===== config.mk =====
export PLATFORM = sky130hd
export DESIGN_NAME = eeprom_pin_arbiter
export DESIGN_NICKNAME = d
export VERILOG_FILES = /design/src/rtl/eeprom_arb_pkg.sv /design/src/rtl/eeprom_ctl_reg.sv /design/src/rtl/eeprom_own_fsm.sv /design/src/rtl/eeprom_pin_mux.sv /design/src/rtl/eeprom_pin_arbiter.sv
export SDC_FILE = /design/constraint.sdc
export NUM_CORES = 1
export LEC_CHECK = 0
export ABC_CLOCK_PERIOD_IN_PS = 900
export BUFFER_PORTS_ARGS = -buffer_cell sky130_fd_sc_hd__buf_2
export CORE_AREA = 2 2 39 41
export CTS_CLUSTER_SIZE = 30
export DETAILED_ROUTE_END_ITERATION = 8
export DIE_AREA = 0 0 41 43
export GPL_TIMING_DRIVEN = 1
export PLACE_DENSITY_LB_ADDON = 0.05
export SKIP_CTS_REPAIR_TIMING = 1
export SLEW_MARGIN = 20
export SYNTH_ARGS = -nofsm -noshare
export SYNTH_HDL_FRONTEND = slang
export SYNTH_SLANG_ARGS = --single-unit

===== constraint.sdc =====
create_clock -name clk -period 0.9 [get_ports clk]
set_input_delay 0.18 -clock clk [delete_from_list [all_inputs] [get_ports clk]]
set_output_delay 0.18 -clock clk [all_outputs]
set_load 0.05 [all_outputs]

===== src/rtl/eeprom_arb_pkg.sv =====
package eeprom_arb_pkg;
    localparam int CTRL_W   = 8;
    localparam int BIT_SCLK = 0;
    localparam int BIT_CS   = 1;
    localparam int BIT_DO   = 2;
    localparam int BIT_DI   = 3;
    localparam int BIT_REQ  = 6;
    localparam int BIT_GNT  = 7;

    typedef enum logic [1:0] {
        OWN_HW      = 2'd0,
        OWN_WAIT    = 2'd1,
        OWN_SW      = 2'd2,
        OWN_RELEASE = 2'd3
    } own_state_t;

    typedef struct packed {
        logic sclk;
        logic cs;
        logic dout;
    } pin_set_t;
endpackage


===== src/rtl/eeprom_ctl_reg.sv =====
module eeprom_ctl_reg
    import eeprom_arb_pkg::*;
(
    input  logic     clk,
    input  logic     rst_n,
    input  logic     wr_en,
    input  logic     wr_req,
    input  pin_set_t wr_pins,
    output logic     sw_req,
    output pin_set_t sw_pins
);
    always_ff @(posedge clk or negedge rst_n) begin
        if (!rst_n) begin
            sw_req  <= 1'b0;
            sw_pins <= '0;
        end else if (wr_en) begin
            sw_req  <= wr_req;
            sw_pins <= wr_pins;
        end
    end
endmodule


===== src/rtl/eeprom_own_fsm.sv =====
module eeprom_own_fsm
    import eeprom_arb_pkg::*;
(
    input  logic clk,
    input  logic rst_n,
    input  logic sw_req,
    input  logic hw_busy,
    input  logic hw_cs,
    input  logic hw_req,
    output logic grant,
    output logic sw_drive,
    output logic idle_drive,
    output logic hw_stall
);
    own_state_t state_q, state_d;
    logic       hw_quiet;

    assign hw_quiet = !hw_busy && !hw_cs;

    always_ff @(posedge clk or negedge rst_n) begin
        if (!rst_n) state_q <= OWN_HW;
        else        state_q <= state_d;
    end

    always_comb begin
        state_d    = state_q;
        grant      = 1'b0;
        sw_drive   = 1'b0;
        idle_drive = 1'b0;
        hw_stall   = 1'b0;
        unique case (state_q)
            OWN_HW: begin
                if (sw_req) state_d = hw_quiet ? OWN_SW : OWN_WAIT;
            end
            OWN_WAIT: begin
                if (!sw_req)       state_d = OWN_HW;
                else if (hw_quiet) state_d = OWN_SW;
            end
            OWN_SW: begin
                grant    = 1'b1;
                sw_drive = 1'b1;
                hw_stall = hw_req;
                if (!sw_req) state_d = OWN_RELEASE;
            end
            OWN_RELEASE: begin
                idle_drive = 1'b1;
                hw_stall   = hw_req;
                state_d    = OWN_HW;
            end
            default: state_d = OWN_HW;
        endcase
    end
endmodule


===== src/rtl/eeprom_pin_mux.sv =====
module eeprom_pin_mux
    import eeprom_arb_pkg::*;
#(
    parameter int SYNC_STAGES = 2
) (
    input  logic     clk,
    input  logic     rst_n,
    input  logic     sw_drive,
    input  logic     idle_drive,
    input  pin_set_t sw_pins,
    input  pin_set_t hw_pins,
    input  logic     ee_di,
    output pin_set_t pins,
    output logic     di_sync
);
    logic [SYNC_STAGES-1:0] sync_q;

    generate
        if (SYNC_STAGES == 1) begin : g_one
            always_ff @(posedge clk or negedge rst_n) begin
                if (!rst_n) sync_q <= '0;
                else        sync_q <= ee_di;
            end
        end else begin : g_chain
            always_ff @(posedge clk or negedge rst_n) begin
                if (!rst_n) sync_q <= '0;
                else        sync_q <= {sync_q[SYNC_STAGES-2:0], ee_di};
            end
        end
    endgenerate

    assign di_sync = sync_q[SYNC_STAGES-1];

    always_comb begin
        if (sw_drive)        pins = sw_pins;
        else if (idle_drive) pins = '0;
        else                 pins = hw_pins;
    end
endmodule


===== src/rtl/eeprom_pin_arbiter.sv =====
module eeprom_pin_arbiter
    import eeprom_arb_pkg::*;
#(
    parameter int SYNC_STAGES = 2
) (
    input  logic              clk,
    input  logic              rst_n,
    input  logic              reg_wr_en,
    input  logic [CTRL_W-1:0] reg_wdata,
    output logic [CTRL_W-1:0] reg_rdata,
    input  logic              hw_busy,
    input  logic              hw_req,
    output logic              hw_stall,
    input  logic              hw_sclk,
    input  logic              hw_cs,
    input  logic              hw_do,
    output logic              ee_sclk,
    output logic              ee_cs,
    output logic              ee_do,
    input  logic              ee_di
);
    pin_set_t wr_pins, sw_pins, hw_pins, pins;
    logic     sw_req, grant, sw_drive, idle_drive, di_sync;
    logic     wire_unused;

    assign wr_pins     = '{sclk: reg_wdata[BIT_SCLK], cs: reg_wdata[BIT_CS], dout: reg_wdata[BIT_DO]};
    assign hw_pins     = '{sclk: hw_sclk, cs: hw_cs, dout: hw_do};
    assign wire_unused = ^{reg_wdata[BIT_GNT], reg_wdata[5:4], reg_wdata[BIT_DI]};

    eeprom_ctl_reg u_reg (
        .clk     (clk),
        .rst_n   (rst_n),
        .wr_en   (reg_wr_en),
        .wr_req  (reg_wdata[BIT_REQ]),
        .wr_pins (wr_pins),
        .sw_req  (sw_req),
        .sw_pins (sw_pins)
    );

    eeprom_own_fsm u_fsm (
        .clk        (clk),
        .rst_n      (rst_n),
        .sw_req     (sw_req),
        .hw_busy    (hw_busy),
        .hw_cs      (hw_cs),
        .hw_req     (hw_req),
        .grant      (grant),
        .sw_drive   (sw_drive),
        .idle_drive (idle_drive),
        .hw_stall   (hw_stall)
    );

    eeprom_pin_mux #(.SYNC_STAGES(SYNC_STAGES)) u_mux (
        .clk        (clk),
        .rst_n      (rst_n),
        .sw_drive   (sw_drive),
        .idle_drive (idle_drive),
        .sw_pins    (sw_pins),
        .hw_pins    (hw_pins),
        .ee_di      (ee_di),
        .pins       (pins),
        .di_sync    (di_sync)
    );

    assign ee_sclk = pins.sclk;
    assign ee_cs   = pins.cs;
    assign ee_do   = pins.dout;

    always_comb begin
        reg_rdata           = '0;
        reg_rdata[BIT_SCLK] = sw_pins.sclk;
        reg_rdata[BIT_CS]   = sw_pins.cs;
        reg_rdata[BIT_DO]   = sw_pins.dout;
        reg_rdata[BIT_DI]   = grant & di_sync;
        reg_rdata[BIT_REQ]  = sw_req;
        reg_rdata[BIT_GNT]  = grant;
    end
endmodule


==> results of run 1 <==
[power by group]
group,switching (W),internal (W),leakage [nW]
combinational,0.000476,0.000375,0.242
sequential,0.0000421,0.000412,0.0918
clock,0.000116,0.000152,0.0138
[logic make-up (layout without fill, tap and decap cells)]
group | after synthesis | count (layout) | synth area share, %
AO/OA/AOI/OAI | 7 | 7 | 17.01
AND/OR/NAND/NOR | 4 | 4 | 7.144
multiplexers | 3 | 3 | 9.183
buffers and inverters | 7 | 35 | 11.22
other | 1 | 2 | 1.019
flip-flops | 8 | 8 | 54.42
[how the worst max path moves through the flow]
stage               slack, ns  cells after the start    end
detailed placement      -0.24                      4  ee_cs
floorplan               -0.13                      3  ee_cs
finish                  -0.44                      4  ee_cs
global placement        -0.23                      4  ee_cs
CTS                     -0.51                      4  ee_cs
global route            -0.51                      4  ee_cs
[metrics by stage]
stage | setup slack (ns) | instance area [µm²]
2_1_floorplan | -0.1275 | 409.1
3_3_place_gp | -0.2302 | 554.3
3_5_place_dp | -0.2389 | 554.3
6_report | -0.4432 | 690.7
4_1_cts | -0.5129 | 576.8
5_1_grt | -0.5096 | 690.7
[placed cells by master, fill, tap and decap left out]
cell type and count:
o41ai_4 1, conb_1 2, nand2_1 1, mux2_2 2, o22ai_2 1, and2_4 1, buf_2 13, and2_2 1
clkbuf_4 3, nand2b_4 1, buf_8 4, o21ai_0 2, inv_1 1, a22o_4 3, dlygate4sd3_1 1, dfrtp_1 4
buf_4 3, inv_2 1, mux2_4 1, dfrtp_2 4, inv_4 1, buf_6 8
[flip-flops by register name (all words and copies together), names as in the netlist]
signal         count
u_reg.sw_pins      3
u_fsm.state_q      2
u_mux.sync_q       2
u_reg.sw_req       1
[per-layer routing]
metal  vias to the layer above  GRT usage [%]  share of wire, %  routed length, µm
met5                         -              0                 0                  0
met4                         0          4.000                 0                  0
met3                         0          6.806               8.4                 72
met2                        12          18.75                57                486
met1                       155          12.50                35                296
li1                        155              -                 -                  -
[area by class of cell]
type	count	area [µm²]	share of cell area (%)
clock buffers	3	22.52	3.261
flip-flops and latches	8	205.2	29.71
multi-input cells	16	181.4	26.27
repair buffers	29	247.7	35.87
well taps	16	20.02	2.899
inverters	3	13.76	1.993
[worst reg2reg max path, delay by kind of cell (launching register included)]
| kind | cells | cell delay (ns) |
|---|---|---|
| AO/OA/AOI/OAI | 1 | 0.30 |
| buffers and inverters | 1 | 0.10 |
| flip-flops | 1 | 0.40 |
==> impl_metrics.json, run 1 <==
{
  "status": "finished, violations left",
  "violations": "setup timing",
  "die_w_um": 41,
  "final_layout_size_suffix_gt1_share_pct": 81.36,
  "synthTopCellsByCount": "dfrtp_1, buf_4, a22o_2, mux2_2",
  "power_leakage_nw": 0.3474,
  "max_stage_delay_ns": 0.43,
  "nets": 78,
  "maxCapViolCount": 0,
  "row_count": 14,
  "antenna_left": 0,
  "synth_warnings": 0,
  "synth_area_leader_cell": "dfrtp_1",
  "ys_seq_area_share_pct": 54.42,
  "fillerInstances": 140,
  "min_from": "ee_di",
  "holdPathStages": 1,
  "finalCritPeriodShare_pct": 149.2,
  "cp.required_ns": 0.72,
  "overflow": 0,
  "clkSinkCount": 8,
  "slew_viol_final": 0,
  "crit_path_max_fanout": 5,
  "power_w": 0.001573,
  "dr.pass1.iters": 2,
  "vias_per_cell": 4.293,
  "insertion_delay_ns": 0.25,
  "clk_pin_slew_worst_paths_ns": 0.05,
  "wl_per_cell_um": 11.40,
  "finClkSkew_ns": 0.003692,
  "port_buffers": 22,
  "synth.area.top_cells": "dfrtp_1, mux2_2, a22o_2",
  "grt_max_degree": 9,
  "drt_iter0_drc": 4,
  "rrSetupSlack_ns": -0.01,
  "fmax_mhz": 744.5,
  "startpoint": "u_fsm.state_q[1]",
  "worstHoldEndpoint": "u_mux.sync_q[0]",
  "path_class": "flip-flop to primary output",
  "yosysMostFrequentCell": "dfrtp_1",
  "ys.flop_type": "dfrtp_1",
  "p_per_area_nw_per_um2": 2278,
  "synthArstFlopShare_pct": 100.0,
  "r2r_end": "u_fsm.state_q[1]",
  "synth_top_area_share_pct": 54.42,
  "num_vias": 322,
  "fin_cells": 75,
  "cp.buffers_inverters": 2,
  "startpoint_type": "flip-flop",
  "layout_setup_ws_ns": -0.4432,
  "gp_congestion": 0.6077,
  "synth-seq-cells": 8,
  "hold_viol_final": 0,
  "final_util_pct": 49.91,
  "htreeDepth": 1,
  "whs_ns": 0.03999,
  "antenna_found_initial": 0,
  "reg2reg_from": "u_reg.sw_req",
  "dieArea_um2": 1763,
  "cts_tree": "yes",
  "netlist_area_um2": 367.9,
  "rsz0062_at_grt": "yes",
  "vdd_drop_max_uv": 1034,
  "postSynthCellCount": 30,
  "hp-class": "input pin to flip-flop",
  "die_y_um": 43,
  "end_kind": "primary output",
  "dp.cells": 71,
  "n_antenna_cell": 0,
  "cpMaxStageDelayCell": "dfrtp_2",
  "ys_types": 14,
  "grt_pass1_wl_mm": 1.345,
  "grt_pass1_vias": 326,
  "io_pins": 29,
  "core_area_um2": 1384,
  "cts_buffer_depth": 2,
  "area.growth.synth_to_final_pct": 87.75,
  "grt_use_total_pct": 11.83,
  "syn_avg_cell_area_um2": 12.26,
  "drt_wl_total_um": 855,
  "crit_arrival_ns": 1.16,
  "worstPathCellList": "nand2b_4 > inv_4 > a22o_4 > buf_6",
  "synth_edf_count": 0,
  "critical_path.top_delay_family": "flip-flops",
  "min_period_ns": 1.343,
  "cts_made_buffers": 3,
  "reg2reg_depth": 2,
  "initial_utilization_pct": 26.58,
  "drcViolationCount": 0,
  "cts-root-buf": "clkbuf_4",
  "setup_tns_ns": -3.286,
  "setup_viol": 13
}
No activity file was read; power rests on OpenSTA's default activity.
==> run 2: changes to the inputs <==
--- a/config.mk
+++ b/config.mk
@@ -5,6 +5,7 @@
 export SDC_FILE = /design/constraint.sdc
 export NUM_CORES = 1
 export LEC_CHECK = 0
+export ABC_AREA = 1
 export ABC_CLOCK_PERIOD_IN_PS = 900
 export BUFFER_PORTS_ARGS = -buffer_cell sky130_fd_sc_hd__buf_2
 export CORE_AREA = 2 2 39 41
==> run 2 against run 1 <==
The flow still finishes with violations (setup timing); area after synthesis rose by 7.5%; critical path depth rose by 1; final area fell by 4.9%; combinational power fell by 10%; via count rose by 15%; maximum frequency rose by 2.1%; sequential power fell by 2%; clock power rose by 9.0%; global-route usage fell by 1.8 points; count of clock-buffer cells in the layout rose by 1; critical path type unchanged; critical endpoint unchanged; largest cell class unchanged.
==> impl_metrics.json, run 2 <==
{
  "rrSetupSlack_ns": 0.07,
  "reg2reg_depth": 4,
  "slew_viol_final": 0,
  "drt_wl_total_um": 800,
  "cp.required_ns": 0.72,
  "initial_utilization_pct": 28.57,
  "port_buffers": 22,
  "row_count": 14,
  "end_kind": "primary output",
  "htreeDepth": 1,
  "r2r_end": "u_fsm.state_q[1]",
  "num_vias": 369,
  "cts_made_buffers": 3,
  "path_class": "flip-flop to primary output",
  "cts-root-buf": "clkbuf_4",
  "maxCapViolCount": 0,
  "synth_top_area_share_pct": 50.63,
  "synth_warnings": 0,
  "core_area_um2": 1384,
  "min_from": "ee_di",
  "wl_per_cell_um": 8.511,
  "violations": "setup timing",
  "dieArea_um2": 1763,
  "stdcell_area_um2": 656.9,
  "n_antenna_cell": 0,
  "grt_use_total_pct": 10.05,
  "antenna_left": 0,
  "synth.area.top_cells": "dfrtp_1, nand2_1, buf_4",
  "area.growth.synth_to_final_pct": 66.14,
  "hold_viol_final": 0,
  "gp_congestion": 0.6147,
  "holdPathStages": 1,
  "synthArstFlopShare_pct": 100.0,
  "grt_pass1_vias": 313,
  "fillerInstances": 146,
  "startpoint_type": "flip-flop",
  "clk_pin_slew_worst_paths_ns": 0.05,
  "clkSinkCount": 8,
  "ys_seq_area_share_pct": 50.63,
  "status": "finished, violations left",
  "vias_per_cell": 3.926,
  "grt_pass1_wl_mm": 1.193,
  "multi_input_area_um2": 158.9,
  "io_pins": 29,
  "mostFrequentLayoutCell": "nand2_1",
  "synth_edf_count": 0,
  "p_per_area_nw_per_um2": 2286,
  "dp_slack_ns": -0.2339,
  "postSynthCellCount": 51,
  "netlist_area_um2": 395.4,
  "crit_arrival_ns": 1.14,
  "final_cell_mix": "nand2_1, buf_2, inv_1",
  "dr.pass1.iters": 4,
  "final_layout_size_suffix_gt1_share_pct": 51.28,
  "synth_area_leader_cell": "dfrtp_1",
  "antenna_found_initial": 0,
  "ys_types": 11,
  "finClkSkew_ns": 0.01104,
  "grt_max_degree": 9,
  "cts_buffer_depth": 2,
  "vdd_drop_max_uv": 845.2,
  "min_period_ns": 1.316,
  "largestRegisters": "u_reg.sw_pins (3), u_fsm.state_q (2), u_mux.sync_q (2)",
  "insertion_delay_ns": 0.25,
  "overflow": 0,
  "setup_viol": 10,
  "syn_avg_cell_area_um2": 7.753,
  "reg2reg_from": "u_fsm.state_q[1]",
  "rsz0062_at_grt": "yes",
  "cts_tree": "yes",
  "nets": 96,
  "layout_setup_ws_ns": -0.4162,
  "placed_area_um2": 533.0,
  "drt_iter0_drc": 3,
  "synthTopCellsByCount": "nand2_1, dfrtp_1, inv_1",
  "hp-class": "input pin to flip-flop",
  "worstHoldEndpoint": "u_mux.sync_q[0]",
  "yosysMostFrequentCell": "nand2_1",
  "ys.flop_type": "dfrtp_1",
  "regArea_um2": 203.9,
  "largest_register_ffs": 3,
  "top_register": "u_reg.sw_pins",
  "synth-seq-cells": 8,
  "die_y_um": 43,
  "power_leakage_nw": 0.3625,
  "die_w_um": 41,
  "finalCritPeriodShare_pct": 146.2,
  "fmax_mhz": 759.8,
  "hpwl_um": 606,
  "drcViolationCount": 0,
  "crit_path_max_fanout": 5
}
run 2: critical path: stages (launching register included):
cell     delay [ns]
dfrtp_1        0.35
inv_2          0.07
nor2_4         0.17
nand2_1        0.09
nand2_2        0.07
buf_8          0.14
run 2: layout make-up:
class                   count  share of cell area [%]
repair buffers             26                   32.00
well taps                  16                   3.048
inverters                  10                   5.714
multi-input cells          30                   24.19
flip-flops and latches      8                   31.05
clock buffers               4                   4.000
run 2: power by group:
group          switching [W]  internal [W]  total (W)
logic               0.000475      0.000291   0.000766
clock network       0.000122      0.000170   0.000292
registers          0.0000358      0.000408   0.000444
total               0.000633      0.000868    0.00150
run 2: kinds of logic (layout without fill, tap and decap cells):
kind of cell / count (synthesis) / after routing / synth area share, %
compound gates: 4 / 4 / 5.063
buf+inv: 14 / 40 / 17.09
flops: 8 / 8 / 50.63
other cells: 1 / 2 / 0.9485
simple gates: 24 / 24 / 26.27
run 2: worst max path at each step:
stage	start	to	slack (ns)	cells after the start
2_1_floorplan	u_fsm.state_q[1]	reg_rdata[3]	-0.15	4
3_3_place_gp	u_fsm.state_q[1]	ee_sclk	-0.22	5
3_5_place_dp	u_fsm.state_q[0]	ee_sclk	-0.23	4
4_1_cts	u_fsm.state_q[0]	ee_sclk	-0.52	4
5_1_grt	u_fsm.state_q[1]	reg_rdata[3]	-0.49	5
6_report	u_fsm.state_q[1]	ee_cs	-0.42	5
run 2: layer usage:
metal	GRT usage [%]	vias to the layer above	share of wire, %
li1	-	196	-
met1	14.00	155	42
met2	13.13	18	49
met3	1.571	0	8.9
met4	8.000	0	0
met5	0	-	0
run 2: per-stage QoR:
step	utilization (%)	setup TNS (ns)	hold WS, ns	power (W)	cells
after floorplan	-	-0.4942	-0.1156	0.0009292	52
after global placement	38.52	-0.9846	0.03145	0.001050	87
after detailed placement	38.52	-1.049	0.02964	0.001051	87
after CTS	40.42	-3.415	-0.2494	0.001350	91
after global routing	47.47	-3.278	0.02540	0.001601	94
final	47.47	-2.719	0.04337	0.001502	94
